===== config.mk =====
export PLATFORM = sky130hd
export DESIGN_NAME = ana_status_reg
export DESIGN_NICKNAME = d
export VERILOG_FILES = /design/src/rtl/ana_status_pkg.sv /design/src/rtl/ana_sticky_bit.sv /design/src/rtl/ana_busy_fall.sv /design/src/rtl/ana_word_pack.sv /design/src/rtl/ana_status_reg.sv
export SDC_FILE = /design/constraint.sdc
export NUM_CORES = 1
export LEC_CHECK = 0
export CAP_MARGIN = 0
export CORE_AREA = 2 2 41 43
export CTS_CLUSTER_SIZE = 12
export DETAILED_ROUTE_END_ITERATION = 10
export DIE_AREA = 0 0 43 45
export MAX_ROUTING_LAYER = met4
export PLACE_DENSITY = 0.78
export REMOVE_ABC_BUFFERS = 1
export SETUP_SLACK_MARGIN = 0.3
export SKIP_LAST_GASP = 1
export SYNTH_ARGS = -nofsm -noshare
export SYNTH_HDL_FRONTEND = slang
export SYNTH_HIERARCHICAL = 1
export SYNTH_SLANG_ARGS = --single-unit

===== constraint.sdc =====
create_clock -name clk_i -period 0.88 [get_ports clk_i]
set_input_delay 0.176 -clock clk_i [delete_from_list [all_inputs] [get_ports clk_i]]
set_output_delay 0.176 -clock clk_i [all_outputs]
set_load 0.05 [all_outputs]

===== src/rtl/ana_status_pkg.sv =====
package ana_status_pkg;
    localparam int WORD_W      = 16;
    localparam int BIT_RAIL_A  = 15;
    localparam int BIT_RAIL_B  = 14;
    localparam int BIT_OSC_RDY = 11;
    localparam int BIT_OSC_FL  = 6;
    localparam int BIT_BO_A    = 5;
    localparam int BIT_BO_B    = 4;
    localparam int BIT_OVR     = 2;
    localparam int BIT_RDY     = 1;
    localparam int NUM_EV      = 3;   // flags set by external event pulses

    typedef struct packed {
        logic osc_fail;
        logic bo_a;
        logic bo_b;
        logic ovr;
        logic rdy;
    } flags_t;

    typedef struct packed {
        logic rail_a;
        logic rail_b;
        logic osc_rdy;
    } levels_t;
endpackage


===== src/rtl/ana_sticky_bit.sv =====
module ana_sticky_bit (
    input  logic clk_i,
    input  logic rst_ni,
    input  logic set_i,
    input  logic clr_i,
    output logic q_o
);
    logic q_d, q_q;

    always_comb begin
        q_d = q_q;
        if (clr_i) q_d = 1'b0;
        if (set_i) q_d = 1'b1;   // set has priority over clear
    end

    always_ff @(posedge clk_i or negedge rst_ni) begin
        if (!rst_ni) q_q <= 1'b0;
        else         q_q <= q_d;
    end

    assign q_o = q_q;

    assert_set_wins_R6: assert property (@(posedge clk_i) disable iff (!rst_ni)
        set_i |=> q_o);
    assert_clear_R5: assert property (@(posedge clk_i) disable iff (!rst_ni)
        (clr_i && !set_i) |=> !q_o);
    assert_hold_R10: assert property (@(posedge clk_i) disable iff (!rst_ni)
        (!set_i && !clr_i) |=> $stable(q_o));
endmodule


===== src/rtl/ana_busy_fall.sv =====
module ana_busy_fall (
    input  logic clk_i,
    input  logic rst_ni,
    input  logic busy_i,
    output logic fall_o
);
    typedef struct packed {
        logic busy;
    } st_t;

    st_t st_d, st_q;

    always_comb begin
        st_d      = st_q;
        st_d.busy = busy_i;
    end

    always_ff @(posedge clk_i or negedge rst_ni) begin
        if (!rst_ni) st_q <= '0;
        else         st_q <= st_d;
    end

    assign fall_o = st_q.busy && !busy_i;

    assert_fall_needs_low_R4: assert property (@(posedge clk_i) disable iff (!rst_ni)
        fall_o |-> !busy_i);
endmodule


===== src/rtl/ana_word_pack.sv =====
module ana_word_pack
    import ana_status_pkg::*;
#(
    parameter int BUS_W = 16
) (
    input  flags_t           flags_i,
    input  levels_t          lvl_i,
    output logic [BUS_W-1:0] word_o
);
    always_comb begin
        word_o              = '0;
        word_o[BIT_RAIL_A]  = lvl_i.rail_a;
        word_o[BIT_RAIL_B]  = lvl_i.rail_b;
        word_o[BIT_OSC_RDY] = lvl_i.osc_rdy;
        word_o[BIT_OSC_FL]  = flags_i.osc_fail;
        word_o[BIT_BO_A]    = flags_i.bo_a;
        word_o[BIT_BO_B]    = flags_i.bo_b;
        word_o[BIT_OVR]     = flags_i.ovr;
        word_o[BIT_RDY]     = flags_i.rdy;
    end
endmodule


===== src/rtl/ana_status_reg.sv =====
module ana_status_reg
    import ana_status_pkg::*;
#(
    parameter int BUS_W = 16
) (
    input  logic             clk_i,
    input  logic             por_ni,
    input  logic             rst_ni,
    input  logic             rail_a_lvl_i,
    input  logic             rail_b_lvl_i,
    input  logic             osc_rdy_i,
    input  logic             osc_fail_ev_i,
    input  logic             rail_a_bo_ev_i,
    input  logic             rail_b_bo_ev_i,
    input  logic             conv_done_i,
    input  logic             adc_busy_i,
    input  logic             data_rd_i,
    input  logic             stat_rd_i,
    input  logic             ovr_ie_i,
    input  logic             rdy_ie_i,
    output logic [BUS_W-1:0] rdata_o,
    output logic             irq_ovr_o,
    output logic             irq_rdy_o
);
    localparam int PAD_W = BUS_W - WORD_W;

    flags_t  flags;
    levels_t lvl;
    logic    any_rst_n;
    logic    busy_fall;
    logic [NUM_EV-1:0] ev_set, ev_q;

    // overrun and busy tracker answer to either reset source
    assign any_rst_n = por_ni & rst_ni;
    assign ev_set    = {osc_fail_ev_i, rail_a_bo_ev_i, rail_b_bo_ev_i};

    for (genvar g = 0; g < NUM_EV; g++) begin : g_ev
        ana_sticky_bit u_ev (
            .clk_i (clk_i),
            .rst_ni(por_ni),
            .set_i (ev_set[g]),
            .clr_i (stat_rd_i),
            .q_o   (ev_q[g])
        );
    end

    ana_sticky_bit u_rdy (
        .clk_i (clk_i),
        .rst_ni(por_ni),
        .set_i (conv_done_i),
        .clr_i (data_rd_i),
        .q_o   (flags.rdy)
    );

    ana_busy_fall u_fall (
        .clk_i (clk_i),
        .rst_ni(any_rst_n),
        .busy_i(adc_busy_i),
        .fall_o(busy_fall)
    );

    ana_sticky_bit u_ovr (
        .clk_i (clk_i),
        .rst_ni(any_rst_n),
        .set_i (busy_fall && flags.rdy),
        .clr_i (stat_rd_i),
        .q_o   (flags.ovr)
    );

    assign flags.osc_fail = ev_q[2];
    assign flags.bo_a     = ev_q[1];
    assign flags.bo_b     = ev_q[0];
    assign lvl            = '{rail_a: rail_a_lvl_i, rail_b: rail_b_lvl_i, osc_rdy: osc_rdy_i};

    ana_word_pack #(.BUS_W(BUS_W)) u_pack (
        .flags_i(flags),
        .lvl_i  (lvl),
        .word_o (rdata_o)
    );

    assign irq_ovr_o = flags.ovr & ovr_ie_i;
    assign irq_rdy_o = flags.rdy & rdy_ie_i;

    if (PAD_W < 0) begin : g_bad_width
        initial $error("BUS_W must be at least 16");
    end

    assert_ovr_set_R4: assert property (@(posedge clk_i) disable iff (!any_rst_n)
        (busy_fall && rdata_o[BIT_RDY]) |=> rdata_o[BIT_OVR]);
    assert_rdy_hold_R3: assert property (@(posedge clk_i) disable iff (!por_ni)
        (stat_rd_i && !conv_done_i && !data_rd_i) |=> (rdata_o[BIT_RDY] == $past(rdata_o[BIT_RDY])));
    assert_irq_gate_R9: assert property (@(posedge clk_i) disable iff (!por_ni)
        (irq_ovr_o |-> ovr_ie_i) and (irq_rdy_o |-> rdy_ie_i));
    assert_ovr_general_reset_R7: assert property (@(posedge clk_i) disable iff (!por_ni)
        !rst_ni |-> !rdata_o[BIT_OVR]);
endmodule


==> flow_metrics.py, run 1 <==
metrics = {
    "timing": {
        "hold_violations": 0,
        "fin_ws_ns": -0.218,
        "fmax_mhz": 911,
        "fin_skew_ns": 0.00296,
        "slew_violations": 0,
        "finalCritPeriodShare_pct": 125,
        "tns_ns": -1.12,
        "finalHoldWorstSlack_ns": 0.198,
        "grt_setup_unrepaired": "true",
        "period_minus_slack_ns": 1.10,
        "setup_viol": 7,
    },
    "outcome": {
        "outcome": "complete, but fails checks",
        "failed_checks": "setup timing",
    },
    "job": {
        "maxCapViolCount": 0,
    },
    "floorplan": {
        "fp-row-count": 14,
        "die_h_um": 45,
        "initial_core_util_pct": 25.1,
        "die_w_um": 43,
        "coreArea_um2": 1470,
        "die-area_um2": 1940,
        "io_pins": 33,
    },
    "routing": {
        "vias_per_cell": 3.85,
        "totalWireLength_um": 613,
        "drt_iter0_drc": 2,
        "drcViolationCount": 0,
        "dr_total_vias": 273,
        "drtPass1Iterations": 2,
        "routedWlPerCell_um": 8.63,
        "detail-route-antenna-nets": 0,
    },
    "pwr": {
        "powerDensity_nw_per_um2": 1530,
        "peakVddDrop_mv": 0.597,
        "p_seq_share_pct": 33.2,
        "p_comb_share_pct": 40.2,
        "switching_share_pct": 33.7,
        "switchingPower_uw": 317,
        "power.leakage_uw": 0.000326,
        "clkPwrFrac_pct": 26.6,
        "power_uw": 941,
        "power.internal_uw": 624,
    },
    "global_route": {
        "track_usage_pct": 8.08,
        "grt_max_degree": 5,
        "globalRouteOverflowTotal": 0,
        "antenna_found_initial": 0,
        "grt_pass1_vias": 277,
        "grt_pass1_wl_mm": 1.09,
    },
    "setup_path": {
        "end_kind": "primary output",
        "path_buf_inv": 2,
        "cp_max_fo": 3,
        "critical_path.top_delay_family": "flip-flops",
        "crit_slowest_cell": "dfrtp_1",
        "crit_type": "reg -> out",
        "worstPathCellList": "buf_4, buf_12",
        "crit_arrival_ns": 0.92,
        "cpPeakStageDelay_ns": 0.39,
        "required_ns": 0.70,
        "worstSetupStartpointType": "flip-flop",
    },
    "clock_network": {
        "cts_hold_buf": 0,
        "clkTransAtPathRegs_ns": 0.05,
        "clk_path_buf_depth": 2,
        "clock_latency_ns": 0.24,
        "root_buffer": "clkbuf_4",
        "cts_sinks": 6,
        "cts_inserted_buffers": 3,
        "tritoncts": "done",
        "cts_max_level": 1,
    },
    "final_layout": {
        "drive_gt1_share_pct": 32.7,
        "antenna_cells": 0,
        "mostFrequentLayoutCells": "clkdlybuf4s50_1, conb_1, buf_12",
        "postLayoutCellArea_um2": 614,
        "layout.nets": 72,
        "synthToLayoutAreaGrowth_pct": 66.4,
    },
    "synthesis": {
        "ys_top_cells_by_area": "dfrtp_1, buf_4, a21o_1",
        "netlist_area_um2": 369,
        "synth_top_area_share_pct": 40.7,
        "avgSynthCellArea_um2": 9.71,
        "synth_seq_cells": 6,
        "ys_types": 7,
        "yosys.area.top_type": "dfrtp_1",
        "seq_area_frac_synth_pct": 40.7,
        "synth_warnings": 6,
        "syn_inst": 38,
    },
    "min_path": {
        "hold_class": "in -> async",
    },
    "placement": {
        "postPlaceCellArea_um2": 568,
        "hpwl_um": 525,
        "gp_congestion": 0.660,
        "io_buffers": 18,
    },
}
-- state kept, by name, summed over array words and instances, names as in the netlist --
register / flops
u_rdy/q_o: 1
u_fall/st_q: 1
g_ev.u_ev/q_o: 3
u_ovr/q_o: 1
-- cell families after synthesis --
| family | share of synthesized area [%] |
|---|---|
| other | 1.02 |
| flip-flops | 40.7 |
| AO/OA/AOI/OAI | 10.2 |
| buffers and inverters | 37.6 |
| AND/OR/NAND/NOR | 10.5 |
-- what timing repair did --
item,CTS,global route
pin swaps,6,0
resized for setup,6,1
setup endpoints to repair,12,12
buffers inserted,2,0
-- metrics by stage --
stage	utilization, %	worst slack [ns]	std cells
2_1_floorplan	-	-0.424	29
3_3_place_gp	38.6	-0.256	66
3_5_place_dp	38.6	-0.277	66
4_1_cts	41.5	-0.227	71
5_1_grt	41.8	-0.253	71
6_report	41.8	-0.218	71
-- area by class of cell --
type,instances,area (um2)
fill,160,857
tap,16,20.0
inverter,5,18.8
multi-input combinational,18,111
clock buffer,3,22.5
sequential,6,150
timing repair buffer,23,292
-- synthesized netlist by cell type, drive strengths merged --
library cell	number
a21o	5
and2	4
buf	16
conb	1
dfrtp	6
inv	5
nor2b	1
-- final timing paths --
| path | startpoint | to | slack [ns] | cells past startpoint |
|---|---|---|---|---|
| setup / recovery | u_rdy/q_o | rdata_o[1] | -0.22 | 2 |
| hold / removal | rst_ni | u_fall/st_q | 0.20 | 2 |
| setup reg to reg | u_ovr/q_o | u_ovr/q_o | 0 | 3 |
| hold reg to reg | g_ev[2].u_ev/q_o | g_ev[2].u_ev/q_o | 0.53 | 1 |
| max in group asynchronous | por_ni | u_ovr/q_o | 0.53 | 2 |
| min in group clk_i | adc_busy_i | u_fall/st_q | 0.24 | 1 |
-- layer usage --
layer / global-route usage [%] / share of wire, % / vias to the layer above
met3: 4.80 / 9.5 / 0
met1: 8.87 / 37 / 133
met4: 1.82 / 0 / 0
li1: - / - / 124
met2: 12.7 / 53 / 16
met5: - / 0 / -
-- power groups by stage --
| stage | Clock (uW) | Sequential, uW | Combinational, uW |
|---|---|---|---|
| 4_1_cts | 263 | 312 | 379 |
| 2_1_floorplan | 0 | 370 | 125 |
| 3_3_place_gp | 0 | 315 | 361 |
| 5_1_grt | 286 | 314 | 397 |
| 6_report | 251 | 313 | 378 |
| 3_5_place_dp | 0 | 315 | 364 |
Power figures use the tool's default switching activity.
==> inputs of run 2 (changes only) <==
- CAP_MARGIN: 0 -> 20
==> results of run 2 <==
Same layout as run 1: the final DEF is identical, and so are final timing and power.
==> inputs of run 3 (changes only) <==
- CELL_PAD_IN_SITES_DETAIL_PLACEMENT: default -> 1
- CELL_PAD_IN_SITES_GLOBAL_PLACEMENT: default -> 1
- CORE_AREA: 2 2 41 43 -> 2 2 48 54
- DIE_AREA: 0 0 43 45 -> 0 0 50 56
- PLACE_DENSITY: 0.78 -> 0.77
==> run 3 against run 2 <==
Final cell count grew 18%. Fmax grew 0.43%. Via count shrank 8.4%. Sequential share of layout area shrank 0.39 points. Worst setup slack gained 0.0047 ns. Non-clock buffer count shrank 1. Critical path depth is the same. Sequential cell count is the same. Clock power shrank 2%. Wire length grew 28%. The flow still finishes with violations (setup timing). Die area grew 45%. Largest power group unchanged.
==> flow_metrics.py, run 3 (synthesis gave the netlist of run 1 again) <==
metrics = {
    "setup_path": {
        "crit_type": "reg -> out",
        "crit_arrival_ns": 0.92,
        "rr_worst_depth": 3,
        "rrSetupSlack_ns": 0.04,
        "timing.rr.start": "u_fall/st_q",
        "cp_max_fo": 3,
        "worstSetupStartpointType": "flip-flop",
        "r2r-end": "u_ovr/q_o",
        "end_kind": "primary output",
        "required_ns": 0.70,
    },
    "timing": {
        "fmax_mhz": 915,
        "hold_violations": 0,
        "fin_ws_ns": -0.213,
        "slew_violations": 0,
        "finalCritPeriodShare_pct": 124,
        "fin_skew_ns": 0.0000643,
        "period_minus_slack_ns": 1.09,
        "setup_viol": 7,
        "tns_ns": -1.11,
        "grt_setup_unrepaired": "true",
    },
    "routing": {
        "totalWireLength_um": 785,
        "dr_total_vias": 250,
        "drcViolationCount": 0,
        "vias_per_cell": 2.98,
        "drt_iter0_drc": 1,
        "detail-route-antenna-nets": 0,
        "routedWlPerCell_um": 9.35,
        "drtPass1Iterations": 3,
    },
    "final_layout": {
        "antenna_cells": 0,
        "largest_reg_flops": 3,
        "nFillCells": 252,
        "multi_input_area_um2": 111,
        "layout.nets": 71,
        "synthToLayoutAreaGrowth_pct": 69.2,
        "regArea_um2": 150,
        "postLayoutCellArea_um2": 624,
        "mostFrequentLayoutCells": "clkdlybuf4s50_1, conb_1, buf_12",
        "drive_gt1_share_pct": 31.5,
    },
    "clock_network": {
        "cts_sinks": 6,
        "tritoncts": "done",
        "cts_inserted_buffers": 3,
        "clock_latency_ns": 0.24,
        "cts_max_level": 1,
        "root_buffer": "clkbuf_4",
        "clk_path_buf_depth": 2,
        "clkTransAtPathRegs_ns": 0.04,
    },
    "floorplan": {
        "coreArea_um2": 2230,
        "fp-row-count": 18,
        "die-area_um2": 2800,
        "die_w_um": 50,
        "die_h_um": 56,
        "initial_core_util_pct": 16.6,
        "io_pins": 33,
    },
    "global_route": {
        "antenna_found_initial": 0,
        "grt_pass1_wl_mm": 1.19,
        "use_met3_pct": 1.61,
        "globalRouteOverflowTotal": 0,
        "use_met2_pct": 11.5,
        "grt_pass1_vias": 269,
        "grt_busiest_layer": "met2",
        "grt_max_degree": 5,
        "gr-usage-met1_pct": 5.04,
        "track_usage_pct": 5.87,
    },
    "outcome": {
        "failed_checks": "setup timing",
        "outcome": "complete, but fails checks",
    },
    "placement": {
        "io_buffers": 18,
        "gp_congestion": 0.546,
        "postPlaceCellArea_um2": 586,
    },
    "pwr": {
        "peakVddDrop_mv": 0.632,
        "powerDensity_nw_per_um2": 1490,
        "power_uw": 932,
        "power.leakage_uw": 0.000321,
    },
    "job": {
        "maxCapViolCount": 0,
    },
    "min_path": {
        "hold_class": "in -> async",
    },
}
==> run 3: changes by cell type in the layout (fill, tap and decap cells not counted) <==
cell   delta
buf_4     -1
==> run 3: cell type report <==
type | instances | share of cell area, %
Inverter | 5 | 3.01
Timing Repair Buffer | 22 | 45.5
Sequential cell | 6 | 24.0
Multi-Input combinational cell | 18 | 17.8
Tap cell | 30 | 6.01
Clock buffer | 3 | 3.61
==> run 3: critical path, cell delays in order, from the launching register on <==
cell and delay, ns:
dfrtp_1 0.39, and2_4 0.15, buf_12 0.14
==> run 3: how the worst max path moves through the flow <==
stage / start / endpoint / slack [ns] / depth (start not counted)
after floorplan: u_rdy/q_o / irq_rdy_o / -0.42 / 1
after global placement: adc_busy_i / u_ovr/q_o / -0.26 / 4
after detailed placement: adc_busy_i / u_ovr/q_o / -0.28 / 4
after CTS: u_rdy/q_o / irq_rdy_o / -0.23 / 2
after global routing: u_rdy/q_o / irq_rdy_o / -0.25 / 2
final: u_rdy/q_o / irq_rdy_o / -0.21 / 2
==> run 3: what timing repair did <==
action,4_1_cts,5_1_grt
resized for setup,6,1
buffers inserted,1,0
pin swaps,5,1
endpoints found under the setup margin,12,12
hold buffers,0,0
endpoints found under the hold margin,0,0
==> run 3: through the flow <==
step	hold slack, ns	utilization, %	worst slack, ns	cells
floorplan	-0.120	-	-0.424	29
global placement	0.352	26.3	-0.255	80
detailed placement	0.352	26.3	-0.281	80
CTS	0.196	27.8	-0.229	84
global route	0.207	28.0	-0.246	84
finish	0.199	28.0	-0.213	84
==> run 3: where the power goes <==
group / leakage [uW] / total [uW] / internal [uW] / switching [uW]
clock network: 0.0000138 / 245 / 154 / 91.6
logic: 0.000239 / 374 / 169 / 205
registers: 0.0000683 / 313 / 296 / 16.5
==> run 3: layer usage <==
layer / part of all wire [%] / vias up
met5: 0 / -
met4: 0 / 0
met3: 4.7 / 0
met2: 65 / 9
met1: 31 / 119
li1: - / 122
